<file path="src/rtl/first_fault_pkg.sv">
package first_fault_pkg;
  localparam int unsigned NUM_FLAGS = 4;
  localparam int unsigned SEL_W     = 3;
  localparam int unsigned SP_W      = 4;
  localparam int unsigned MASK_CYC  = 8;

  // bit positions in the health vector
  localparam int unsigned HB_PG = 3;
  localparam int unsigned HB_UV = 2;
  localparam int unsigned HB_TH = 1;
  localparam int unsigned HB_IL = 0;

  typedef logic [NUM_FLAGS-1:0] health_t;

  typedef enum logic [1:0] {
    LM_TRACK  = 2'd0,
    LM_ARMED  = 2'd1,
    LM_FROZEN = 2'd2
  } latch_mode_e;

  typedef enum logic [SEL_W-1:0] {
    SEL_LIVE_AND = 3'd0,
    SEL_LAT_AND  = 3'd1,
    SEL_READY    = 3'd2,
    SEL_LAT_PG   = 3'd3,
    SEL_LAT_UV   = 3'd4,
    SEL_NONE     = 3'd5,
    SEL_LAT_TH   = 3'd6,
    SEL_LAT_IL   = 3'd7
  } status_sel_e;
endpackage

</file>
<file path="src/rtl/health_edge.sv">
module health_edge
  import first_fault_pkg::*;
(
  input  logic    clk,
  input  logic    rst_n,
  input  health_t health_i,
  output health_t fall_o
);
  health_t prev_q;

  always_ff @(posedge clk or negedge rst_n) begin
    if (!rst_n) prev_q <= '0;
    else        prev_q <= health_i;
  end

  assign fall_o = prev_q & ~health_i;
endmodule

</file>
<file path="src/rtl/setpoint_mask.sv">
module setpoint_mask #(
  parameter int unsigned SPW   = 4,
  parameter int unsigned CYCLES = 8
) (
  input  logic           clk,
  input  logic           rst_n,
  input  logic [SPW-1:0] setpoint_i,
  output logic           mask_o
);
  localparam int unsigned CNT_W = $clog2(CYCLES + 1);
  localparam logic [CNT_W-1:0] CNT_LOAD = CNT_W'(CYCLES);

  logic [SPW-1:0]   sp_q;
  logic [CNT_W-1:0] cnt_q;
  logic             changed;

  assign changed = (setpoint_i != sp_q);
  assign mask_o  = changed || (cnt_q != '0);

  always_ff @(posedge clk or negedge rst_n) begin
    if (!rst_n) begin
      sp_q  <= '0;
      cnt_q <= '0;
    end else begin
      sp_q <= setpoint_i;
      if (changed)            cnt_q <= CNT_LOAD;
      else if (cnt_q != '0)   cnt_q <= cnt_q - 1'b1;
    end
  end
endmodule

</file>
<file path="src/rtl/first_fault_core.sv">
module first_fault_core
  import first_fault_pkg::*;
(
  input  logic        clk,
  input  logic        rst_n,
  input  logic        clear_i,
  input  logic        set_i,
  input  logic        mask_i,
  input  logic        ready_i,
  input  health_t     health_i,
  input  health_t     fall_i,
  output health_t     lat_o,
  output latch_mode_e mode_o
);
  health_t     lat_q, lat_d;
  latch_mode_e mode_q, mode_d;

  always_comb begin
    lat_d  = lat_q;
    mode_d = mode_q;
    if (clear_i) begin
      lat_d  = '0;
      mode_d = LM_TRACK;
    end else if (set_i) begin
      lat_d  = '1;
      mode_d = LM_ARMED;
    end else if (!mask_i) begin
      unique case (mode_q)
        LM_TRACK: begin
          lat_d = ready_i ? health_i : '0;
          if (ready_i && (&health_i)) mode_d = LM_ARMED;
        end
        LM_ARMED: begin
          if (fall_i != '0) begin
            lat_d  = lat_q & ~fall_i;
            mode_d = LM_FROZEN;
          end
        end
        default: ;
      endcase
    end
  end

  always_ff @(posedge clk or negedge rst_n) begin
    if (!rst_n) begin
      lat_q  <= '0;
      mode_q <= LM_TRACK;
    end else begin
      lat_q  <= lat_d;
      mode_q <= mode_d;
    end
  end

  assign lat_o  = lat_q;
  assign mode_o = mode_q;
endmodule

</file>
<file path="src/rtl/status_select.sv">
module status_select
  import first_fault_pkg::*;
(
  input  logic             clk,
  input  logic             rst_n,
  input  logic [SEL_W-1:0] sel_i,
  input  logic             ready_i,
  input  health_t          health_i,
  input  health_t          lat_i,
  output logic             status_o
);
  logic pick;

  always_comb begin
    unique case (status_sel_e'(sel_i))
      SEL_LIVE_AND: pick = ready_i & (&health_i);
      SEL_LAT_AND:  pick = &lat_i;
      SEL_READY:    pick = ready_i;
      SEL_LAT_PG:   pick = lat_i[HB_PG];
      SEL_LAT_UV:   pick = lat_i[HB_UV];
      SEL_LAT_TH:   pick = lat_i[HB_TH];
      SEL_LAT_IL:   pick = lat_i[HB_IL];
      default:      pick = 1'b0;
    endcase
  end

  always_ff @(posedge clk or negedge rst_n) begin
    if (!rst_n) status_o <= 1'b0;
    else        status_o <= pick;
  end
endmodule

</file>
<file path="src/rtl/first_fault_status.sv">
module first_fault_status
  import first_fault_pkg::*;
#(
  parameter int unsigned SETPOINT_W  = SP_W,
  parameter int unsigned MASK_CYCLES = MASK_CYC
) (
  input  logic                  clk,
  input  logic                  rst_n,
  input  logic                  standby_i,
  input  logic                  vcc_low_i,
  input  logic                  set_i,
  input  logic                  ready_i,
  input  logic                  pgood_i,
  input  logic                  uv2_ok_i,
  input  logic                  therm_ok_i,
  input  logic                  ilim_ok_i,
  input  logic                  ilim_cancel_i,
  input  logic [SETPOINT_W-1:0] setpoint_i,
  input  logic [SEL_W-1:0]      sel_i,
  output logic                  status_o
);
  health_t     health_w;
  health_t     fall_w;
  health_t     lat_w;
  latch_mode_e mode_w;
  logic        mask_w;
  logic        clear_w;

  always_comb begin
    health_w        = '0;
    health_w[HB_PG] = pgood_i;
    health_w[HB_UV] = uv2_ok_i;
    health_w[HB_TH] = therm_ok_i;
    health_w[HB_IL] = ilim_ok_i | ilim_cancel_i;
  end

  assign clear_w = standby_i | vcc_low_i;

  health_edge u_edge (
    .clk      (clk),
    .rst_n    (rst_n),
    .health_i (health_w),
    .fall_o   (fall_w)
  );

  setpoint_mask #(
    .SPW    (SETPOINT_W),
    .CYCLES (MASK_CYCLES)
  ) u_mask (
    .clk        (clk),
    .rst_n      (rst_n),
    .setpoint_i (setpoint_i),
    .mask_o     (mask_w)
  );

  first_fault_core u_core (
    .clk      (clk),
    .rst_n    (rst_n),
    .clear_i  (clear_w),
    .set_i    (set_i),
    .mask_i   (mask_w),
    .ready_i  (ready_i),
    .health_i (health_w),
    .fall_i   (fall_w),
    .lat_o    (lat_w),
    .mode_o   (mode_w)
  );

  status_select u_sel (
    .clk      (clk),
    .rst_n    (rst_n),
    .sel_i    (sel_i),
    .ready_i  (ready_i),
    .health_i (health_w),
    .lat_i    (lat_w),
    .status_o (status_o)
  );
endmodule

</file>
<file path="config.mk">
export PLATFORM = sky130hd
export DESIGN_NAME = first_fault_status
export DESIGN_NICKNAME = d
export VERILOG_FILES = /design/src/rtl/first_fault_pkg.sv /design/src/rtl/health_edge.sv /design/src/rtl/setpoint_mask.sv /design/src/rtl/first_fault_core.sv /design/src/rtl/status_select.sv /design/src/rtl/first_fault_status.sv
export SDC_FILE = /design/constraint.sdc
export NUM_CORES = 1
export LEC_CHECK = 0
export CAP_MARGIN = 25
export CELL_PAD_IN_SITES_DETAIL_PLACEMENT = 1
export CELL_PAD_IN_SITES_GLOBAL_PLACEMENT = 1
export CORE_AREA = 2 2 52 54
export CTS_BUF_LIST = sky130_fd_sc_hd__clkbuf_8
export DETAILED_ROUTE_END_ITERATION = 10
export DIE_AREA = 0 0 54 56
export GPL_ROUTABILITY_DRIVEN = 0
export HOLD_SLACK_MARGIN = 0.03
export MAX_ROUTING_LAYER = met4
export PLACE_DENSITY = 0.8
export SYNTH_ARGS = -nofsm -noshare
export SYNTH_HDL_FRONTEND = slang
export SYNTH_SLANG_ARGS = --single-unit
export TNS_END_PERCENT = 5
</file>
<file path="constraint.sdc">
create_clock -name clk -period 2.3 [get_ports clk]
set_clock_uncertainty 0.15 [all_clocks]
set_input_delay 0.46 -clock clk [delete_from_list [all_inputs] [get_ports clk]]
set_output_delay 0.46 -clock clk [all_outputs]
set_load 0.05 [all_outputs]
</file>
Word level (Yosys, flattened, before mapping)

Cells that the tools add are included.

Eq/ne operators: 11
Reduce and logical (&&, ||, !) cells: 12
$add $sub $neg: 1
Mux-type cells: 15
Bitwise operators: 7

Operators by type and width:

| cell                                                  | count |
|---|---|
| two-way mux 4 bit                                     | 7 |
| AND reduction 4 bit                                   | 3 |
| nonzero test 4 bit                                    | 3 |
| two-way mux 2 bit                                     | 5 |
| == test 3 bit, second input constant                  | 3 |
| AND 4 bit                                             | 2 |
| inequality test 4 x 3 -> 1 bit, second input constant | 2 |
| NOT 4 bit                                             | 2 |
| case mux 4 bit (2 select lines)                       | 1 |
| case mux 1 bit (7 select lines)                       | 1 |
| == test 3 x 2 -> 1 bit, second input constant         | 2 |
| inequality test 4 bit                                 | 1 |
| case mux 2 bit (2 select lines)                       | 1 |
| subtractor 4 x 1 -> 4 bit, second input constant      | 1 |
| == test 3 x 1 -> 1 bit, second input constant         | 1 |
| logical NOT 3 bit                                     | 1 |
| inequality test 3 bit, second input constant          | 1 |
| AND reduction 3 bit                                   | 1 |
| == test 2 x 1 -> 1 bit, second input constant         | 1 |
| logical NOT 2 bit                                     | 1 |
| bitwise OR 1 bit                                      | 2 |
| nonzero test 2 bit                                    | 1 |
| AND 1 bit                                             | 1 |
| logical AND 1 bit                                     | 1 |
| logical OR 1 bit                                      | 1 |

Input port bits: 18
Register bits after elaboration: 19
Logic and storage cells: 52

Longest topological paths before layout

Gate-level depths: netlist of run 1.

Word-level depth: 10
Mapped depth: 7
Gate-level depth less buffers: 7

Hierarchy

From an unflattened synthesis of run 1, not the netlist that was laid out.

Cells, all modules: 85
Area, all modules: 1,019.7 µm²

By module, submodules not included:

| module             | area an instance (µm²) | cells each | instances |
|---|---|---|---|
| setpoint_mask      | 374.1                  | 29         | 1 |
| first_fault_core   | 369.1                  | 35         | 1 |
| health_edge        | 155.1                  | 8          | 1 |
| status_select      | 108.9                  | 11         | 1 |
| first_fault_status | 12.5                   | 2          | 1 |

Least setup slack after synthesis of run 1

No wires, ideal clock.

Path type: register -> register
Start: register u_mask.cnt_q[0]
End: register u_core.mode_q[0] (netlist: u_core.mode_o[0])
Cell stages (with the launch flop): 8
Clock period less this slack: 2.083 ns
Path slack: 0.217 ns
Arrival time: 1.834 ns
Path buffers: 0
Cell sequence: dfrtp_1 > inv_1 > ha_1 > nor3b_4 > inv_2 > a2111oi_4 > a211oi_1 > a311oi_1

Longest elaborated chain between the ends: 4

RTL lines:

| element                         | line                   | text |
|---|---|---|
| start: declaration              | setpoint_mask.sv:14    | `logic [CNT_W-1:0] cnt_q;` |
| start signal: assignment        | setpoint_mask.sv:27    | `else if (cnt_q != '0) cnt_q <= cnt_q - 1'b1;` |
| nonzero test 4 bit              | setpoint_mask.sv:18    | `assign mask_o = changed \|\| (cnt_q != '0);` |
| logical OR 1 bit                | setpoint_mask.sv:18    |  |
| inequality test 3 bit (no line) | -                      |  |
| AND reduction 4 bit (no line)   | -                      |  |
| end signal: assignment          | first_fault_core.sv:50 | `mode_q <= mode_d;` |
| end: declaration                | first_fault_core.sv:16 | `latch_mode_e mode_q, mode_d;` |

No other way between the ends.
A chain may end at the register's enable or synchronous reset.

Final worst setup path of run 1

Start: input port pgood_i
End: register u_core.mode_q[0] (netlist: u_core.mode_o[0])

Longest elaborated chain between the ends: 5

RTL lines:

| element                                  | line                     | text |
|---|---|---|
| start: declaration                       | first_fault_status.sv:13 | `input logic pgood_i,` |
| NOT 4 bit                                | health_edge.sv:16        | `assign fall_o = prev_q & ~health_i;` |
| AND 4 bit                                | health_edge.sv:16        |  |
| nonzero test 4 bit                       | first_fault_core.sv:34   | `if (fall_i != '0) begin` |
| inequality test 4 x 3 -> 1 bit (no line) | -                        |  |
| AND reduction 4 bit (no line) *          | -                        |  |

Mark *: on every way between the ends. The rest lies on a longest branch, timed or not.

==> impl_metrics.env, run 1 <==
export IMPL_synth_seq_cells=19
export IMPL_cts_tree="built"
export IMPL_period_share=0.949
export IMPL_io_buffers=18
export IMPL_rr_endpoint="u_core.mode_o[0]$_DFFE_PN0P_"
export IMPL_p_leak_nw=0.533
export IMPL_ys_seq_area_frac=0.500
export IMPL_grt_pass1_wl_um=4050
export IMPL_fill_cells=293
export IMPL_r2r_start="u_mask.cnt_q[0]$_DFFE_PN0P_"
export IMPL_dpl_cell_count=146
export IMPL_dr_wl_met2_um=1140
export IMPL_tns_ps=0
export IMPL_yosys_area_top_type="dfrtp_1"
export IMPL_multi_input_area_um2=445
export IMPL_die_width_um=54
export IMPL_postRouteAntennaNets=0
export IMPL_status="complete, no violations"
export IMPL_fmax_mhz=458
export IMPL_htreeDepth=1
export IMPL_ctsHoldBuffers=0
export IMPL_drv_slew=0
export IMPL_arrival_ps=2200
export IMPL_synth_flop_cell="dfrtp_1"
export IMPL_fin_hold_ws_ps=379
export IMPL_relSlewSlack=0.669
export IMPL_ios=19
export IMPL_grt_usage=0.189
export IMPL_syn_nets=110
export IMPL_hold_viol=0
export IMPL_grt_overflow_total=0
export IMPL_die_area_um2=3020
export IMPL_layout_commonest_cell="dfrtp_1"
export IMPL_period_needed_ps=2180
export IMPL_routed_top_layer="met4"
export IMPL_hpwl_um=1750
export IMPL_final_cell_mix="dfrtp_1, clkdlybuf4s50_1, buf_4"
export IMPL_yosys_warnings=0
export IMPL_die_h_um=56
export IMPL_drt_iter0_markers=23
export IMPL_path_class="input pin to flop"
export IMPL_worstPathMaxFanout=10
export IMPL_final_util=0.527
export IMPL_antenna_cells=0
export IMPL_placed_area_um2=1240
export IMPL_r2r_slack_ps=220
export IMPL_reg2regPathDepth=8
export IMPL_syn_inst=90
export IMPL_cts_sinks=19
export IMPL_path_clk_slew_ps=70
export IMPL_cp_required_ps=2310
export IMPL_antenna_found_initial=0
export IMPL_met3WireLength_um=51
export IMPL_seqCellArea_um2=475
export IMPL_clock_path_buffers=2
export IMPL_grt_pass1_vias=874
export IMPL_maxCapViolations=0
export IMPL_worstHoldPathType="input pin to asynchronous set/reset pin"
export IMPL_rsz0062_at_grt="false"
export IMPL_coreArea_um2=2430
export IMPL_critPathCaptureType="flop"
export IMPL_first_pass_iters=4
export IMPL_clock_latency_ps=260
export IMPL_vdd_ir_drop_max_mv=0.291
export IMPL_finalWirelength_um=2260
export IMPL_area_growth_pct=34.7
export IMPL_wl_met1_um=998
export IMPL_synth_area_leaders="dfrtp_1, a211oi_1, xnor2_1"
export IMPL_drive_above_1_share=0.175
export IMPL_synth_distinct_cells=28
export IMPL_start_util=0.391
export IMPL_avgViaCountPerCell=5.23
export IMPL_num_rows=18
export IMPL_synth_top_area_share=0.500
export IMPL_wl_per_cell_um=15.0
export IMPL_num_vias=785
export IMPL_final_nets=141
export IMPL_postSynth_asyncResetShare=1.00
export IMPL_synth_edff_count=0
export IMPL_numCtsBuffers=3
export IMPL_worstMarginPinSlew_ps=495
export IMPL_cts_root_buffer="clkbuf_8"
export IMPL_netlist_area_um2=951
export IMPL_p_per_area_nw_per_um2=565
export IMPL_grt_max_degree=20
export IMPL_fin_cells=150
export IMPL_ctsResizeCount=0
export IMPL_startpoint_type="input pin"
export IMPL_cts_setup_buffers=0
export IMPL_stdcell_area_um2=1280
export IMPL_setup_viol=0
export IMPL_avgSynthCellArea_um2=10.6
export IMPL_drc=0
area by class of cell:
cell class	count	share of cell area
flip-flops and latches	19	0.371
well taps	30	0.0293
clock inverters	1	0.00293
repair buffers	28	0.199
inverters	6	0.0176
multi-input cells	63	0.348
clock buffers	3	0.0322
power by group:
group	leakage, nW	switching, mW	internal [mW]
Clock	0.0269	0.115	0.119
Sequential	0.236	0.0117	0.350
Combinational	0.270	0.0600	0.0688
synth_stat cells, drive strengths merged, types with 2 or more instances:
library cell	instances
nor3	8
a211oi	7
nor2	8
o21ai	3
nor2b	3
inv	6
a311oi	2
a2111oi	2
nand2	8
xnor2	6
dfrtp	19
ha	2
a21oi	3
worst max-delay path, cell delays in order:
cell	delay, ps
clkdlybuf4s50_1	430
nor2b_1	200
a2111oi_2	60
buf_4	150
a2111oi_4	330
buf_4	220
a211oi_1	90
a311oi_1	260
stage by stage:
| stage | total power, mW | worst slack [ps] |
|---|---|---|
| 3_5_place_dp | 0.498 | -201 |
| 5_1_grt | 0.761 | 9.52 |
| 3_3_place_gp | 0.492 | -39.6 |
| 6_report | 0.724 | 117 |
| 2_1_floorplan | 0.429 | 217 |
| 4_1_cts | 0.733 | 114 |
state kept, by name, summed over array words and instances, names as in the netlist:
name and flops:
u_mask.cnt_q 4, u_edge.prev_q 4, u_sel.status_o 1, u_mask.sp_q 4, u_core.lat_o 4, u_core.mode_o 2
routing by layer:
| metal | GRT usage | up-vias |
|---|---|---|
| met3 | 0.0161 | 5 |
| met5 | - | - |
| li1 | - | 378 |
| met1 | 0.240 | 388 |
| met2 | 0.293 | 14 |
| met4 | 0.0964 | 0 |
cell families after synthesis:
group,Yosys count,share of synthesized area
AND/OR/NAND/NOR,33,0.176
AO/OA/AOI/OAI,19,0.166
flip-flops,19,0.500
buffers and inverters,8,0.0316
XOR/XNOR,7,0.0645
multiplexers,2,0.0355
adder cells (fa/ha/maj),2,0.0263
how the worst max path moves through the flow:
stage                                      from                      endpoint  slack [ps]  cells past startpoint
finish                                  pgood_i  u_core.mode_o[0]$_DFFE_PN0P_         120                      8
global route                         therm_ok_i  u_core.mode_o[0]$_DFFE_PN0P_          10                      8
CTS                                     pgood_i  u_core.mode_o[0]$_DFFE_PN0P_         110                      8
detailed placement                      pgood_i  u_core.mode_o[0]$_DFFE_PN0P_        -200                      8
global placement                     therm_ok_i  u_core.mode_o[0]$_DFFE_PN0P_         -40                      8
floorplan           u_mask.cnt_q[0]$_DFFE_PN0P_  u_core.mode_o[0]$_DFFE_PN0P_         220                      7
No activity file was read; power rests on OpenSTA's default activity.
==> run 2, diff against run 1 <==
--- a/config.mk
+++ b/config.mk
@@ -5,7 +5,8 @@
 export SDC_FILE = /design/constraint.sdc
 export NUM_CORES = 1
 export LEC_CHECK = 0
-export CAP_MARGIN = 25
+export ABC_CLOCK_PERIOD_IN_PS = 2300
+export CAP_MARGIN = 0
 export CELL_PAD_IN_SITES_DETAIL_PLACEMENT = 1
 export CELL_PAD_IN_SITES_GLOBAL_PLACEMENT = 1
 export CORE_AREA = 2 2 52 54
==> results of run 2 <==
Final layout, timing and power as in run 1 (identical DEF).
==> run 3, diff against run 2 <==
--- a/config.mk
+++ b/config.mk
@@ -6,17 +6,18 @@
 export NUM_CORES = 1
 export LEC_CHECK = 0
 export ABC_CLOCK_PERIOD_IN_PS = 2300
-export CAP_MARGIN = 0
+export CAP_MARGIN = 25
 export CELL_PAD_IN_SITES_DETAIL_PLACEMENT = 1
 export CELL_PAD_IN_SITES_GLOBAL_PLACEMENT = 1
-export CORE_AREA = 2 2 52 54
+export CORE_AREA = 2 2 56 58
 export CTS_BUF_LIST = sky130_fd_sc_hd__clkbuf_8
 export DETAILED_ROUTE_END_ITERATION = 10
-export DIE_AREA = 0 0 54 56
+export DIE_AREA = 0 0 58 60
 export GPL_ROUTABILITY_DRIVEN = 0
 export HOLD_SLACK_MARGIN = 0.03
 export MAX_ROUTING_LAYER = met4
-export PLACE_DENSITY = 0.8
+export PLACE_DENSITY = 0.7
+export SLEW_MARGIN = 10
 export SYNTH_ARGS = -nofsm -noshare
 export SYNTH_HDL_FRONTEND = slang
 export SYNTH_SLANG_ARGS = --single-unit
==> impl_metrics.env, run 3 (synthesized netlist as in run 1, its figures left out) <==
export IMPL_drv_slew=0
export IMPL_layout_commonest_cell="dfrtp_1"
export IMPL_avgViaCountPerCell=5.16
export IMPL_fin_cells=152
export IMPL_hpwl_um=1770
export IMPL_die_width_um=58
export IMPL_drive_above_1_share=0.185
export IMPL_path_class="input pin to flop"
export IMPL_fmax_mhz=457
export IMPL_rsz0062_at_grt="false"
export IMPL_path_clk_slew_ps=70
export IMPL_worstHoldPathType="input pin to asynchronous set/reset pin"
export IMPL_drt_iter0_markers=14
export IMPL_numCtsBuffers=3
export IMPL_grt_usage=0.150
export IMPL_worstPathMaxFanout=10
export IMPL_ios=19
export IMPL_critPathCaptureType="flop"
export IMPL_period_share=0.951
export IMPL_cp_required_ps=2310
export IMPL_final_cell_mix="dfrtp_1, clkdlybuf4s50_1"
export IMPL_reg2regPathDepth=7
export IMPL_startpoint_type="input pin"
export IMPL_ctsHoldBuffers=0
export IMPL_cts_root_buffer="clkbuf_8"
export IMPL_cts_sinks=19
export IMPL_grt_pass1_vias=843
export IMPL_finalPower_mw=0.720
export IMPL_clock_path_buffers=2
export IMPL_p_leak_nw=0.528
export IMPL_p_int_mw=0.538
export IMPL_htreeDepth=1
export IMPL_start_util=0.328
export IMPL_period_needed_ps=2190
export IMPL_combPwrFrac=0.178
export IMPL_fill_cells=330
export IMPL_first_pass_iters=4
export IMPL_r2r_start="u_core.mode_o[1]$_DFFE_PN0P_"
export IMPL_worstMarginPinSlew_ps=513
export IMPL_area_growth_pct=35.4
export IMPL_fin_hold_ws_ps=385
export IMPL_finalWirelength_um=2220
export IMPL_r2r_slack_ps=290
export IMPL_coreArea_um2=2900
export IMPL_multi_input_area_um2=450
export IMPL_seqCellArea_um2=475
export IMPL_num_vias=784
export IMPL_arrival_ps=2200
export IMPL_relSlewSlack=0.657
export IMPL_status="complete, no violations"
export IMPL_num_rows=20
export IMPL_drc=0
export IMPL_die_area_um2=3480
export IMPL_p_per_area_nw_per_um2=559
export IMPL_final_nets=140
export IMPL_grt_max_degree=20
export IMPL_clock_latency_ps=250
export IMPL_die_h_um=60
export IMPL_grt_overflow_total=0
export IMPL_seq_power_share=0.503
export IMPL_wl_per_cell_um=14.6
export IMPL_vdd_ir_drop_max_mv=0.413
export IMPL_antenna_cells=0
export IMPL_cts_tree="built"
export IMPL_rr_endpoint="u_core.mode_o[0]$_DFFE_PN0P_"
export IMPL_switching_share=0.252
export IMPL_hold_viol=0
export IMPL_power_frac_clock=0.319
export IMPL_io_buffers=18
export IMPL_setup_viol=0
export IMPL_postRouteAntennaNets=0
export IMPL_antenna_found_initial=0
export IMPL_maxCapViolations=0
export IMPL_dpl_cell_count=148
export IMPL_grt_pass1_wl_um=3820
export IMPL_power_switching_mw=0.181
## run 3: changes by cell type in the layout (fill, tap and decap cells not counted), sizes merged
cell | before | now
buf | 10 | 9
clkinv | 0 | 1
inv | 7 | 6
## run 3: timing repair
action / CTS / global route
endpoints found under the hold margin: 0 / 0
buffers inserted: 0 / 0
gates resized for setup: 0 / 2
endpoints found under the setup margin: 0 / 3
## run 3: layer usage
metal,routed length [um],global-route usage,up-vias
met4,25,0.0565,0
li1,-,-,374
met1,1010,0.180,396
met3,55,0.0216,2
met2,1130,0.258,12
met5,0,-,-
## run 3: layout make-up
| cell class | instances | area share |
|---|---|---|
| Sequential cell | 19 | 0.369 |
| Clock inverter | 1 | 0.00389 |
| Inverter | 6 | 0.0175 |
| Timing Repair Buffer | 27 | 0.195 |
| Multi-Input combinational cell | 63 | 0.350 |
| Clock buffer | 3 | 0.0321 |
| Tap cell | 33 | 0.0321 |
## run 3: worst max-delay path by stage
stage	start	end	slack, ps	cells past startpoint
floorplan	u_mask.cnt_q[0]$_DFFE_PN0P_	u_core.mode_o[0]$_DFFE_PN0P_	220	7
global placement	pgood_i	u_core.lat_o[1]$_DFFE_PN0P_	-120	8
detailed placement	uv2_ok_i	u_core.mode_o[0]$_DFFE_PN0P_	-190	8
CTS	uv2_ok_i	u_core.mode_o[0]$_DFFE_PN0P_	110	8
global route	uv2_ok_i	u_core.mode_o[0]$_DFFE_PN0P_	10	8
finish	pgood_i	u_core.mode_o[0]$_DFFE_PN0P_	110	8
## run 3: critical path: stages
cell and delay (ps):
clkdlybuf4s50_1 420, nor2b_1 240, a2111oi_2 60, buf_4 150, a2111oi_4 340, buf_6 180
a211oi_1 80, a311oi_1 250
## run 3: metrics by stage
| stage | setup TNS (ps) | area, um^2 | setup WS (ps) | util |
|---|---|---|---|---|
| after CTS | 0 | 1280 | 109 | 0.441 |
| final | 0 | 1290 | 113 | 0.444 |
| after detailed placement | -634 | 1230 | -186 | 0.425 |
| after floorplan | 0 | 951 | 217 | - |
| after global routing | 0 | 1290 | 13.0 | 0.444 |
| after global placement | -428 | 1230 | -118 | 0.425 |
## run 3: power groups by stage
stage | Clock (mW) | Combinational, mW | Sequential (mW)
4_1_cts | 0.238 | 0.129 | 0.362
5_1_grt | 0.252 | 0.142 | 0.364
6_report | 0.229 | 0.128 | 0.362
2_1_floorplan | 0 | 0.0590 | 0.370
3_5_place_dp | 0 | 0.128 | 0.369
3_3_place_gp | 0 | 0.125 | 0.368
